[config.mk]
export PLATFORM = sky130hd
export DESIGN_NAME = scsi_adapter_regs
export DESIGN_NICKNAME = d
export VERILOG_FILES = /design/src/rtl/sar_pkg.sv /design/src/rtl/sar_decode.sv /design/src/rtl/sar_datapath.sv /design/src/rtl/scsi_adapter_regs.sv
export SDC_FILE = /design/constraint.sdc
export NUM_CORES = 1
export LEC_CHECK = 0
export ABC_CLOCK_PERIOD_IN_PS = 4550
export BUFFER_PORTS_ARGS = -buffer_cell sky130_fd_sc_hd__buf_2
export CORE_MARGIN = 4
export CORE_UTILIZATION = 52
export CTS_BUF_LIST = sky130_fd_sc_hd__clkbuf_2 sky130_fd_sc_hd__clkbuf_4 sky130_fd_sc_hd__clkbuf_8
export DETAILED_ROUTE_END_ITERATION = 16
export PLACE_DENSITY = 0.95
export RECOVER_POWER = 50
export SLEW_MARGIN = 25
export SYNTH_ARGS = -nofsm -noshare
export SYNTH_HDL_FRONTEND = slang
export SYNTH_SLANG_ARGS = --single-unit
[constraint.sdc]
create_clock -name clk -period 4.55 [get_ports clk]
set_clock_uncertainty 0.05 [all_clocks]
set_input_delay 0.91 -clock clk [delete_from_list [all_inputs] [get_ports clk]]
set_output_delay 0.91 -clock clk [all_outputs]
set_load 0.05 [all_outputs]
[src/rtl/sar_pkg.sv]
package sar_pkg;
  localparam int REG_W   = 16;
  localparam int WIN_BITS = 5;

  // word index (address[4:1]) of each 16-bit register in the window
  localparam logic [3:0] W_ADDR_HI = 4'd4;
  localparam logic [3:0] W_ADDR_LO = 4'd5;
  localparam logic [3:0] W_CNT_HI  = 4'd6;
  localparam logic [3:0] W_CNT_LO  = 4'd7;
  localparam logic [3:0] W_FCNT_LO = 4'd8;
  localparam logic [3:0] W_CSR     = 4'd9;
  localparam logic [3:0] W_PACK_HI = 4'd10;
  localparam logic [3:0] W_PACK_LO = 4'd11;
  localparam logic [3:0] W_VECMOD  = 4'd12;
  localparam logic [3:0] W_FCNT_HI = 4'd13;

  // control bit positions inside the status word
  localparam int B_CTLRSTN  = 0;
  localparam int B_FIFORSTN = 1;
  localparam int B_INTEN    = 2;
  localparam int B_SEND     = 3;
  localparam int B_DMAEN    = 4;
  localparam int B_PACK     = 5;
  localparam int RW_W       = 6;
  localparam int VM_W       = 14;

  typedef enum logic [3:0] {
    SEL_NONE, SEL_CTL, SEL_ADDR_HI, SEL_ADDR_LO, SEL_CNT_HI, SEL_CNT_LO,
    SEL_CSR, SEL_PACK_HI, SEL_PACK_LO, SEL_VECMOD
  } reg_sel_e;

  typedef struct packed {
    logic     wrAddrHi;
    logic     wrAddrLo;
    logic     wrCntHi;
    logic     wrCntLo;
    logic     wrCsr;
    logic     wrVecMod;
    logic     setConflict;
    reg_sel_e rdSel;
  } strobe_t;
endpackage

[src/rtl/sar_decode.sv]
module sar_decode
  import sar_pkg::*;
#(
  parameter int ADDR_W      = 16,
  parameter int REGION_BITS = 11,
  parameter int REGION_TAG  = 0
) (
  input  logic [ADDR_W-1:0] busAddr,
  input  logic              busWr,
  input  logic              busRd,
  input  logic              dmaEn,
  output logic              busHit,
  output logic              ctlSel,
  output logic              ctlWr,
  output logic              ctlRd,
  output logic [2:0]        ctlIdx,
  output strobe_t           stb
);
  localparam int TAG_W = ADDR_W - REGION_BITS;

  logic [WIN_BITS-1:0] winOff;
  logic [3:0]          wordIdx;
  logic                tagOk;
  logic                inCtl;
  logic                unusedAliasBits;

  assign winOff  = busAddr[WIN_BITS-1:0];
  assign wordIdx = winOff[4:1];
  assign tagOk   = busAddr[ADDR_W-1:REGION_BITS] == TAG_W'(REGION_TAG);
  assign inCtl   = winOff[4:3] == 2'b00;
  assign unusedAliasBits = ^busAddr[REGION_BITS-1:WIN_BITS];

  assign busHit = tagOk & (busWr | busRd);
  assign ctlSel = busHit & inCtl;
  assign ctlWr  = ctlSel & busWr;
  assign ctlRd  = ctlSel & busRd;
  assign ctlIdx = winOff[2:0];

  always_comb begin
    stb       = '0;
    stb.rdSel = SEL_NONE;
    if (busHit) begin
      if (inCtl) begin
        stb.rdSel       = SEL_CTL;
        stb.setConflict = dmaEn;
      end else begin
        case (wordIdx)
          W_ADDR_HI: begin stb.rdSel = SEL_ADDR_HI; stb.wrAddrHi = busWr; end
          W_ADDR_LO: begin stb.rdSel = SEL_ADDR_LO; stb.wrAddrLo = busWr; end
          W_CNT_HI, W_FCNT_HI: begin stb.rdSel = SEL_CNT_HI; stb.wrCntHi = busWr; end
          W_CNT_LO, W_FCNT_LO: begin stb.rdSel = SEL_CNT_LO; stb.wrCntLo = busWr; end
          W_CSR:     begin stb.rdSel = SEL_CSR;    stb.wrCsr    = busWr; end
          W_PACK_HI: stb.rdSel = SEL_PACK_HI;
          W_PACK_LO: stb.rdSel = SEL_PACK_LO;
          W_VECMOD:  begin stb.rdSel = SEL_VECMOD; stb.wrVecMod = busWr; end
          default:   stb.rdSel = SEL_NONE;
        endcase
      end
    end
  end
endmodule

[src/rtl/sar_datapath.sv]
module sar_datapath
  import sar_pkg::*;
#(
  parameter int DMA_ADDR_W = 24,
  parameter int CNT_W      = 24,
  parameter bit BOARD_ID   = 1'b1
) (
  input  logic                  clk,
  input  logic                  rstN,
  input  strobe_t               stb,
  input  logic [REG_W-1:0]      busWdata,
  input  logic [7:0]            ctlRdata,
  input  logic                  ctlIrqIn,
  input  logic                  dmaIrqIn,
  input  logic                  dmaBusErrIn,
  input  logic                  dmaActiveIn,
  input  logic                  fifoFullIn,
  input  logic                  fifoEmptyIn,
  input  logic [1:0]            lobCountIn,
  input  logic [REG_W-1:0]      packHiIn,
  input  logic [REG_W-1:0]      packLoIn,
  output logic [REG_W-1:0]      rdData,
  output logic [DMA_ADDR_W-1:0] dmaAddr,
  output logic [CNT_W-1:0]      dmaCount,
  output logic [VM_W-1:0]       vecMod,
  output logic [RW_W-1:0]       csrRw,
  output logic                  conflictFlag,
  output logic                  busErrFlag,
  output logic                  irqOut
);
  localparam int ADDR_HI_W = DMA_ADDR_W - REG_W;
  localparam int CNT_HI_W  = CNT_W - REG_W;

  logic [DMA_ADDR_W-1:0] addrQ;
  logic [CNT_W-1:0]      cntQ;
  logic [VM_W-1:0]       vecModQ;
  logic [RW_W-1:0]       rwQ;
  logic                  conflictQ;
  logic                  busErrQ;
  logic                  irqQ;
  logic                  clearSticky;
  logic [REG_W-1:0]      csrView;

  assign clearSticky = stb.wrCsr & ~busWdata[B_CTLRSTN];

  always_ff @(posedge clk or negedge rstN) begin
    if (!rstN) begin
      addrQ     <= '0;
      cntQ      <= '0;
      vecModQ   <= '0;
      rwQ       <= '0;
      conflictQ <= 1'b0;
      busErrQ   <= 1'b0;
      irqQ      <= 1'b0;
    end else begin
      if (stb.wrAddrHi) addrQ[DMA_ADDR_W-1:REG_W] <= busWdata[ADDR_HI_W-1:0];
      if (stb.wrAddrLo) addrQ[REG_W-1:0]          <= busWdata;
      if (stb.wrCntHi)  cntQ[CNT_W-1:REG_W]       <= busWdata[CNT_HI_W-1:0];
      if (stb.wrCntLo)  cntQ[REG_W-1:0]           <= busWdata;
      if (stb.wrVecMod) vecModQ <= busWdata[VM_W-1:0];
      if (stb.wrCsr)    rwQ     <= busWdata[RW_W-1:0];
      if (stb.setConflict)  conflictQ <= 1'b1;
      else if (clearSticky) conflictQ <= 1'b0;
      if (dmaBusErrIn)      busErrQ <= 1'b1;
      else if (clearSticky) busErrQ <= 1'b0;
      irqQ <= rwQ[B_INTEN] &
              ((ctlIrqIn & rwQ[B_DMAEN]) | dmaIrqIn | conflictQ | busErrQ);
    end
  end

  assign csrView = {dmaActiveIn, conflictQ, busErrQ, BOARD_ID, fifoFullIn,
                    fifoEmptyIn, ctlIrqIn, dmaIrqIn, lobCountIn, rwQ};

  always_comb begin
    case (stb.rdSel)
      SEL_CTL:     rdData = {8'h00, ctlRdata};
      SEL_ADDR_HI: rdData = REG_W'(addrQ[DMA_ADDR_W-1:REG_W]);
      SEL_ADDR_LO: rdData = addrQ[REG_W-1:0];
      SEL_CNT_HI:  rdData = REG_W'(cntQ[CNT_W-1:REG_W]);
      SEL_CNT_LO:  rdData = cntQ[REG_W-1:0];
      SEL_CSR:     rdData = csrView;
      SEL_PACK_HI: rdData = packHiIn;
      SEL_PACK_LO: rdData = packLoIn;
      SEL_VECMOD:  rdData = REG_W'(vecModQ);
      default:     rdData = '0;
    endcase
  end

  assign dmaAddr      = addrQ;
  assign dmaCount     = cntQ;
  assign vecMod       = vecModQ;
  assign csrRw        = rwQ;
  assign conflictFlag = conflictQ;
  assign busErrFlag   = busErrQ;
  assign irqOut       = irqQ;
endmodule

[src/rtl/scsi_adapter_regs.sv]
module scsi_adapter_regs
  import sar_pkg::*;
#(
  parameter int ADDR_W      = 16,
  parameter int REGION_BITS = 11,
  parameter int REGION_TAG  = 0,
  parameter int DMA_ADDR_W  = 24,
  parameter int CNT_W       = 24,
  parameter bit BOARD_ID    = 1'b1
) (
  input  logic                  clk,
  input  logic                  rstN,
  input  logic [ADDR_W-1:0]     busAddr,
  input  logic                  busWr,
  input  logic                  busRd,
  input  logic [15:0]           busWdata,
  output logic [15:0]           busRdata,
  output logic                  busHit,
  output logic                  ctlSel,
  output logic                  ctlWr,
  output logic                  ctlRd,
  output logic [2:0]            ctlIdx,
  output logic [7:0]            ctlWdata,
  input  logic [7:0]            ctlRdata,
  input  logic                  ctlIrqIn,
  input  logic                  dmaIrqIn,
  input  logic                  dmaBusErrIn,
  input  logic                  dmaActiveIn,
  input  logic                  fifoFullIn,
  input  logic                  fifoEmptyIn,
  input  logic [1:0]            lobCountIn,
  input  logic [15:0]           packHiIn,
  input  logic [15:0]           packLoIn,
  output logic [DMA_ADDR_W-1:0] dmaAddr,
  output logic [CNT_W-1:0]      dmaCount,
  output logic [7:0]            vecOut,
  output logic [5:0]            addrModOut,
  output logic                  packCtlOut,
  output logic                  dmaEnOut,
  output logic                  sendOut,
  output logic                  fifoResetN,
  output logic                  ctlResetN,
  output logic                  irqOut
);
  strobe_t          stb;
  logic [REG_W-1:0] rdData;
  logic [VM_W-1:0]  vecMod;
  logic [RW_W-1:0]  csrRw;
  logic             conflictFlag;
  logic             busErrFlag;

  sar_decode #(
    .ADDR_W(ADDR_W), .REGION_BITS(REGION_BITS), .REGION_TAG(REGION_TAG)
  ) decode_i (
    .busAddr(busAddr), .busWr(busWr), .busRd(busRd), .dmaEn(csrRw[B_DMAEN]),
    .busHit(busHit), .ctlSel(ctlSel), .ctlWr(ctlWr), .ctlRd(ctlRd),
    .ctlIdx(ctlIdx), .stb(stb)
  );

  sar_datapath #(
    .DMA_ADDR_W(DMA_ADDR_W), .CNT_W(CNT_W), .BOARD_ID(BOARD_ID)
  ) dp_i (
    .clk(clk), .rstN(rstN), .stb(stb), .busWdata(busWdata), .ctlRdata(ctlRdata),
    .ctlIrqIn(ctlIrqIn), .dmaIrqIn(dmaIrqIn), .dmaBusErrIn(dmaBusErrIn),
    .dmaActiveIn(dmaActiveIn), .fifoFullIn(fifoFullIn), .fifoEmptyIn(fifoEmptyIn),
    .lobCountIn(lobCountIn), .packHiIn(packHiIn), .packLoIn(packLoIn),
    .rdData(rdData), .dmaAddr(dmaAddr), .dmaCount(dmaCount), .vecMod(vecMod),
    .csrRw(csrRw), .conflictFlag(conflictFlag), .busErrFlag(busErrFlag),
    .irqOut(irqOut)
  );

  assign busRdata   = (busRd & busHit) ? rdData : '0;
  assign ctlWdata   = busWdata[7:0];
  assign vecOut     = vecMod[7:0];
  assign addrModOut = vecMod[13:8];
  assign packCtlOut = csrRw[B_PACK];
  assign dmaEnOut   = csrRw[B_DMAEN];
  assign sendOut    = csrRw[B_SEND];
  assign fifoResetN = csrRw[B_FIFORSTN];
  assign ctlResetN  = csrRw[B_CTLRSTN];
endmodule

==> results.toml, run 1 <==
[timing]
slew_headroom_pct = -30.1
period_minus_slack_ns = 3.99
holdWs_ns = 0.482
fmax_ghz = 0.251
setup_violations = 0
tns_ns = 0
finalCritPeriodShare_pct = 87.7
fin_ws_ns = 0.559
finalHoldViolCount = 0
rsz0062_at_grt = "false"
worst_pin_slew_ns = 1.95
slew_violations = 37

[floorplanning]
core_area_um2 = 6940
start_util_pct = 54.8
chipWidth_um = 93.6
core.rowCount = 30
fp.dieArea_um2 = 8750
pin_count = 183
dieHeight_um = 93.6

[detailed_routing]
drtIter0Drc = 296
wl_per_cell_um = 21.5
routed-via-count = 3606
viasPerCell = 6.08
detail_route.wirelength_um = 12800
firstDrtPassIters = 7
drc = 0
ant_nets = 0

[clocking]
cts_buffers = 9
clock-sinks = 71
cts_max_path_buffers = 2
cts_max_level = 3
cts.clk_slew.worst_paths_ns = 0.07
cts_root_buffer = "clkbuf_8"
ctsResizeCount = 0
post_cts_buffers = 0
insertion_delay_ns = 0.33
postCtsHoldBufs = 0
cts_tree = "yes"

[synthesis]
syn_inst = 330
synthMuxAreaShare_pct = 25.4
synth-adder-area-share_pct = 0
ys_warn_count = 0
synth.distinct_cells = 38
yosys.area_share.simple_pct = 11.4
synth_top_area_share_pct = 46.7
syn_area_um2 = 3810
syn_nets = 414
synth.avg_cell_area_um2 = 11.5
ys_top_cells_by_area = "dfrtp_1 47%, mux2_2 20%, mux2i_1 5.3%"
synth_compound_area_share_pct = 11.9
ys_ff_latch = 71
synth_xor_area_share_pct = 0
synth_top_family_by_area = "multiplexers"
ys_seq_area_share_pct = 46.7
synth_top_area_cell = "dfrtp_1"

[place]
port_buffers = 174
place.gp.congestion = 0.873
place_hpwl_um = 9180
dpl_cell_area_um2 = 4720
place_ws_ns = 0.660
dp.cells = 577

[global_routing]
track_usage_pct = 29.3
overflow = 0
antenna_found_initial = 0
grt_max_degree = 37
grt_first_pass_wirelength_um = 19700
grt_pass1_vias = 3853

[status]
status = "finished, violations left"
violations = "capacitance limit, slew limit"

[power]
finalPower_mw = 1.46
peakVddDrop_mv = 0.258
p_per_area_nw_per_um2 = 300
leakage_nw = 2.49

[job]
maxCapViolations = 1

[final_layout]
layout-drive-gt1-share_pct = 46.7
area_growth_pct = 27.6
nets = 576
diodes = 0
instances_no_fill = 593
layout.cells.most_common = "buf_2"
most-common-layout-cells = "125 x buf_2, 71 x dfrtp_1, 68 x mux2_2"
final_util_pct = 69.9
stdcell_area_um2 = 4860

[worst_setup_path]
critPathKind = "in -> out"
path_max_fanout = 15
arrival_ns = 3.03
setup.worst_path.end_class = "primary output"
start_kind = "input port"
crit_required_ns = 3.59
rrSetupSlack_ns = 3.15

[hold_path]
hold_path.class = "reg -> reg"
==> area by class of cell <==
cell class	instances	area [um^2]
clock inverters	3	42.5
multi-input cells	225	1870
flip-flops and latches	71	1780
repair buffers	185	890
well taps	96	120
fillers	561	2090
clock buffers	13	160
==> synthesized netlist by cell type (all sizes together) <==
| master | n |
|---|---|
| o21ai | 1 |
| mux2i | 20 |
| nand4b | 2 |
| a21oi | 12 |
| a221oi | 8 |
| or3b | 2 |
| and3 | 1 |
| or4 | 1 |
| nand2b | 1 |
| nor2 | 15 |
| mux2 | 68 |
| and3b | 1 |
| nand3b | 2 |
| nor4bb | 2 |
| nand2 | 8 |
| o22ai | 4 |
| a21o | 2 |
| a2111oi | 1 |
| dfrtp | 71 |
| a31oi | 20 |
| a31o | 1 |
| a22oi | 5 |
| clkbuf | 15 |
| or2 | 1 |
| a2bb2oi | 7 |
| nor3b | 2 |
| or4b | 1 |
| buf | 19 |
| a22o | 4 |
| nor3 | 1 |
| nand4bb | 1 |
| nand3 | 16 |
| nor2b | 13 |
| and2 | 2 |
==> power by group <==
group          switching [mW]  leakage (nW)  internal (mW)
clock network           0.229         0.104          0.286
logic                   0.188          1.41         0.0817
registers              0.0181         0.978          0.652
total                   0.435          2.49           1.02
==> metal layers <==
metal  part of all wire [%]  vias up  global-route usage [%]
li1                       -     1553                       -
met1                     37     1767                    34.3
met2                     50      247                    51.0
met3                     10       39                    6.92
met4                    2.7        0                    12.6
met5                      0        -                       0
==> sequential cells by signal, indices dropped and copies added, names as in the netlist <==
signal,cells
dp_i.busErrFlag,1
dp_i.conflictFlag,1
dp_i.csrRw,6
dp_i.dmaAddr,24
dp_i.dmaCount,24
dp_i.irqOut,1
dp_i.vecMod,14
==> kinds of logic (layout without fill, tap and decap cells) <==
logic type	count (synthesis)	in the layout
buf+inv	34	201
simple gates	72	72
flops	71	71
compound gates	65	65
mux	88	88
==> path summary, 6_finish.rpt <==
| path | start | endpoint | cells after the start |
|---|---|---|---|
| hold reg to reg | dp_i.busErrFlag | dp_i.busErrFlag | 1 |
| setup / recovery | busAddr[4] | busRdata[6] | 8 |
| setup reg to reg | dp_i.csrRw[4] | dp_i.irqOut | 2 |
| min in group asynchronous | rstN | dp_i.irqOut | 1 |
| hold / removal | dp_i.busErrFlag | dp_i.busErrFlag | 1 |
| max in group asynchronous | rstN | dp_i.dmaAddr[11] | 2 |
==> critical path: stages <==
cell      delay (ns)
buf_2           0.27
buf_4           0.29
nand3b_1        0.50
buf_4           0.38
nor2_1          0.12
a221oi_1        0.05
a31oi_1         0.21
buf_2           0.29
No activity file was read; power rests on OpenSTA's default activity.
==> run 2, diff against run 1 <==
--- a/config.mk
+++ b/config.mk
@@ -8,10 +8,10 @@
 export ABC_CLOCK_PERIOD_IN_PS = 4550
 export BUFFER_PORTS_ARGS = -buffer_cell sky130_fd_sc_hd__buf_2
 export CORE_MARGIN = 4
-export CORE_UTILIZATION = 52
+export CORE_UTILIZATION = 35
 export CTS_BUF_LIST = sky130_fd_sc_hd__clkbuf_2 sky130_fd_sc_hd__clkbuf_4 sky130_fd_sc_hd__clkbuf_8
 export DETAILED_ROUTE_END_ITERATION = 16
-export PLACE_DENSITY = 0.95
+export PLACE_DENSITY = 0.73
 export RECOVER_POWER = 50
 export SLEW_MARGIN = 25
 export SYNTH_ARGS = -nofsm -noshare
==> results.toml, run 2 (synthesized netlist as in run 1, its figures left out) <==
[status]
status = "finished, violations left"
violations = "capacitance limit, slew limit"

[place]
place.gp.congestion = 0.942
place_hpwl_um = 9430
dp.cells = 615
port_buffers = 174

[final_layout]
area_growth_pct = 28.1
nets = 574
diodes = 0
instances_no_fill = 631
layout.cells.most_common = "buf_2"
fillers = 1057
most-common-layout-cells = "126 x buf_2, 71 x dfrtp_1, 68 x mux2_2"
layout-drive-gt1-share_pct = 46.9

[floorplanning]
core_area_um2 = 10500
pin_count = 183
core.rowCount = 37
start_util_pct = 36.4
chipWidth_um = 112
fp.dieArea_um2 = 12600
dieHeight_um = 112

[timing]
rsz0062_at_grt = "false"
setup_violations = 0
finalCritPeriodShare_pct = 90.6
tns_ns = 0
period_minus_slack_ns = 4.12
worst_pin_slew_ns = 1.80
slew_headroom_pct = -20.1
finalHoldViolCount = 0
slew_violations = 72
fmax_ghz = 0.243

[clocking]
cts_max_level = 3
insertion_delay_ns = 0.35
cts_root_buffer = "clkbuf_8"
cts_tree = "yes"
cts_buffers = 9
cts_max_path_buffers = 2
clock-sinks = 71
post_cts_buffers = 0
postCtsHoldBufs = 0
ctsResizeCount = 0
cts.clk_slew.worst_paths_ns = 0.06

[detailed_routing]
ant_nets = 0
routed-via-count = 3449
drc = 0
drtIter0Drc = 215
detail_route.wirelength_um = 13300
wl_per_cell_um = 21.1
viasPerCell = 5.47
firstDrtPassIters = 4

[power]
p_per_area_nw_per_um2 = 288
seqPwrFrac_pct = 47.6
pwr-share-comb_pct = 19.0
leakage_nw = 2.48
peakVddDrop_mv = 0.118
clock_power_share_pct = 33.3
power.internal_mw = 0.971
finalPower_mw = 1.41
p_sw_mw = 0.436
switching_share_pct = 31.0

[worst_setup_path]
critPathKind = "in -> out"
arrival_ns = 3.16
start_kind = "input port"
path_max_fanout = 15
crit_required_ns = 3.59
setup.worst_path.end_class = "primary output"

[global_routing]
overflow = 0
grt_pass1_vias = 3613
antenna_found_initial = 0
grt_max_degree = 72
grt_first_pass_wirelength_um = 20300
track_usage_pct = 20.9

[hold_path]
hold_path.class = "reg -> reg"

[job]
maxCapViolations = 1
## run 2: cell count changes in the layout (fill, tap and decap cells not counted), sizes merged
cell and delta:
clkbuf -2, clkinv +1, bufinv -1
## run 2: layout make-up
cell class	count	area (um^2)	share of cell area (%)
Timing Repair Buffer	183	880	18.0
Tap cell	136	170	3.49
Clock inverter	3	17.5	0.359
Sequential cell	71	1780	36.4
Clock buffer	13	166	3.41
Multi-Input combinational cell	225	1870	38.3
## run 2: per-stage QoR
step	area, um^2	utilization [%]	hold slack, ns	setup WS (ns)
floorplan	3810	-	0.418	0.388
global placement	4750	45.4	0.444	0.531
detailed placement	4750	45.4	0.451	0.424
CTS	4940	47.2	0.467	0.424
global route	4880	46.6	0.499	0.305
finish	4880	46.6	0.461	0.430
## run 2: final timing paths
| path | start | end | slack [ns] | depth (start not counted) |
|---|---|---|---|---|
| setup / recovery | busAddr[1] | busRdata[12] | 0.43 | 6 |
| hold / removal | dp_i.busErrFlag | dp_i.busErrFlag | 0.46 | 1 |
| setup reg to reg | dp_i.csrRw[4] | dp_i.irqOut | 3.09 | 2 |
| hold reg to reg | dp_i.busErrFlag | dp_i.busErrFlag | 0.46 | 1 |
| max in group asynchronous | rstN | dp_i.dmaCount[18] | 2.38 | 1 |
| min in group asynchronous | rstN | dp_i.dmaCount[15] | 0.96 | 1 |
## run 2: metal layers
layer  part of all wire, %  track usage [%]
met5                     0                0
met4                   1.9             7.53
met3                   7.4             4.64
met2                    49             35.8
met1                    41             25.9
## run 2: power groups by stage
stage | sequential (mW) | combinational, mW | clock, mW
2_1_floorplan | 0.754 | 0.100 | 0
3_3_place_gp | 0.680 | 0.270 | 0
4_1_cts | 0.669 | 0.275 | 0.487
5_1_grt | 0.673 | 0.285 | 0.517
6_report | 0.670 | 0.268 | 0.469
3_5_place_dp | 0.681 | 0.274 | 0
## run 2: worst max-delay path, cell delays in order
cell and delay [ns]:
buf_2 0.32, nor2b_1 0.49, and3b_1 0.69, a221oi_1 0.19, a21oi_1 0.23, buf_2 0.31
==> run 3, diff against run 2 <==
--- a/config.mk
+++ b/config.mk
@@ -5,13 +5,14 @@
 export SDC_FILE = /design/constraint.sdc
 export NUM_CORES = 1
 export LEC_CHECK = 0
-export ABC_CLOCK_PERIOD_IN_PS = 4550
+export ABC_AREA = 1
+export ABC_CLOCK_PERIOD_IN_PS = 4090
 export BUFFER_PORTS_ARGS = -buffer_cell sky130_fd_sc_hd__buf_2
 export CORE_MARGIN = 4
 export CORE_UTILIZATION = 35
 export CTS_BUF_LIST = sky130_fd_sc_hd__clkbuf_2 sky130_fd_sc_hd__clkbuf_4 sky130_fd_sc_hd__clkbuf_8
 export DETAILED_ROUTE_END_ITERATION = 16
-export PLACE_DENSITY = 0.73
+export PLACE_DENSITY = 0.72
 export RECOVER_POWER = 50
 export SLEW_MARGIN = 25
 export SYNTH_ARGS = -nofsm -noshare
==> constraint.sdc (replaced) <==
create_clock -name clk -period 4.09 [get_ports clk]
set_clock_uncertainty 0.05 [all_clocks]
set_input_delay 0.818 -clock clk [delete_from_list [all_inputs] [get_ports clk]]
set_output_delay 0.818 -clock clk [all_outputs]
set_load 0.05 [all_outputs]
==> results.toml, run 3 <==
[global_routing]
overflow = 0
track_usage_pct = 21.0
grt_max_degree = 72
grt_pass1_vias = 4185
antenna_found_initial = 0
grt_first_pass_wirelength_um = 21600

[floorplanning]
core.rowCount = 39
fp.dieArea_um2 = 13400
chipWidth_um = 116
dieHeight_um = 116
core_area_um2 = 11400
start_util_pct = 35.7
pin_count = 183

[synthesis]
yosysMostFrequentCell = "nand2_1"
synth_ff_type = "dfrtp_1"
syn_nets = 654
syn_inst = 570
synth.distinct_cells = 32
synth_top_area_cell = "dfrtp_1"
async_reset_ff_share_pct = 100
ys_top_cells_by_count = "203 x nand2_1, 71 x dfrtp_1, 69 x o21ai_0"
ys_seq_area_share_pct = 43.6
ys_ff_latch = 71
synth.avg_cell_area_um2 = 7.16
synth_top_area_share_pct = 43.6
synth_edf_count = 0
ys_top_cells_by_area = "dfrtp_1 44%, nand2_1 19%, o21ai_0 8.5%"
syn_area_um2 = 4080
ys_warn_count = 0

[final_layout]
layout-drive-gt1-share_pct = 25.2
layout.cells.most_common = "nand2_1"
nets = 817
diodes = 0
most-common-layout-cells = "202 x nand2_1, 127 x buf_2, 71 x dfrtp_1"
stdcell_area_um2 = 5160
area_growth_pct = 26.5

[worst_setup_path]
start_kind = "input port"
setup.worst_path.end_class = "primary output"
path_buf_inv = 5
critPathKind = "in -> out"
critical-path-max-stage-delay_ns = 0.44
rrSetupSlack_ns = 3.13
critPathTopFamily = "simple AND/OR/NAND/NOR gates"
cp_cell_sequence = "buf_2 > inv_1 > nand2_1 > nor2_1 > nand2_4 > inv_1 > nand2_2 > nor2_4 > nand2_1 > a21boi_0 > nand3_1 > nand2_1 > inv_1 > buf_2"
arrival_ns = 2.85
crit_required_ns = 3.22
slowest_stage = "nor2_4"
path_max_fanout = 16

[timing]
tns_ns = 0
fmax_ghz = 0.269
period_minus_slack_ns = 3.72
worst_pin_slew_ns = 1.85
rsz0062_at_grt = "false"
slew_headroom_pct = -23.2
setup_violations = 0
slew_violations = 72
finalCritPeriodShare_pct = 90.9
holdWs_ns = 0.461
fin_ws_ns = 0.372
finalHoldViolCount = 0

[status]
violations = "capacitance limit, slew limit"
status = "finished, violations left"

[clocking]
post_cts_buffers = 0
cts_max_path_buffers = 2
ctsResizeCount = 0
cts_max_level = 3
clock-sinks = 71
cts.clk_slew.worst_paths_ns = 0.07
insertion_delay_ns = 0.35
cts_buffers = 9
postCtsHoldBufs = 0
cts_root_buffer = "clkbuf_8"
cts_tree = "yes"

[power]
peakVddDrop_mv = 0.182
p_per_area_nw_per_um2 = 301
finalPower_mw = 1.55
leakage_nw = 2.86

[place]
place_hpwl_um = 10300
place_ws_ns = 0.449
dpl_cell_area_um2 = 5000
place.gp.congestion = 0.904
port_buffers = 174

[detailed_routing]
firstDrtPassIters = 4
routed-via-count = 4343
ant_nets = 0
viasPerCell = 4.93
wl_per_cell_um = 15.8
drtIter0Drc = 268
drc = 0
detail_route.wirelength_um = 13900

[job]
maxCapViolations = 1

[hold_path]
hold_path.class = "reg -> reg"
-- run 3: cell types whose count changed after synthesis, moves of 19 or more --
| cell | before | now |
|---|---|---|
| inv_1 | 0 | 45 |
| a31oi_1 | 20 | 1 |
| nor2_1 | 15 | 49 |
| nand4_1 | 0 | 21 |
| mux2_2 | 68 | 0 |
| mux2i_1 | 20 | 0 |
| nand2_1 | 6 | 203 |
| o21ai_0 | 1 | 69 |
-- run 3: tightest hold or removal path: stages, from the launching register on --
cell     delay, ns
dfrtp_1       0.37
nand2_1       0.05
o21ai_0       0.06
-- run 3: cell families after synthesis --
kind of cell,Yosys count,synth area share [%]
simple gates,328,35.2
buf+inv,87,10.1
compound gates,84,11.2
flops,71,43.6
-- run 3: final timing paths --
kind	from	to	depth (start not counted)
min in group asynchronous	rstN	dp_i.irqOut	1
min reg2reg	dp_i.vecMod[0]	dp_i.vecMod[0]	2
min	dp_i.vecMod[0]	dp_i.vecMod[0]	2
max reg2reg	dp_i.csrRw[4]	dp_i.irqOut	4
max in group asynchronous	rstN	dp_i.dmaAddr[12]	1
max	busAddr[14]	busRdata[4]	14
-- run 3: layout make-up --
type                       count  area (um^2)
sequential                    71         1780
multi-input combinational    412         1890
timing repair buffer         183          881
inverter                      56          213
fill                        1246         6260
tap                          143          179
clock buffer                  14          180
clock inverter                 2         37.5
-- run 3: where the power goes --
| part | internal (mW) | switching, mW | total (mW) |
|---|---|---|---|
| logic | 0.0525 | 0.155 | 0.207 |
| clock network | 0.346 | 0.268 | 0.614 |
| registers | 0.719 | 0.0143 | 0.733 |
-- run 3: routing by layer --
metal	global-route usage, %	part of all wire, %
met1	28.2	44
met2	33.6	47
met3	4.65	7.6
met4	7.12	1.9
met5	0	0
-- run 3: stage by stage --
step	util (%)	cells
2_1_floorplan	-	570
3_3_place_gp	43.8	865
3_5_place_dp	43.8	865
4_1_cts	45.7	881
5_1_grt	45.2	881
6_report	45.2	881
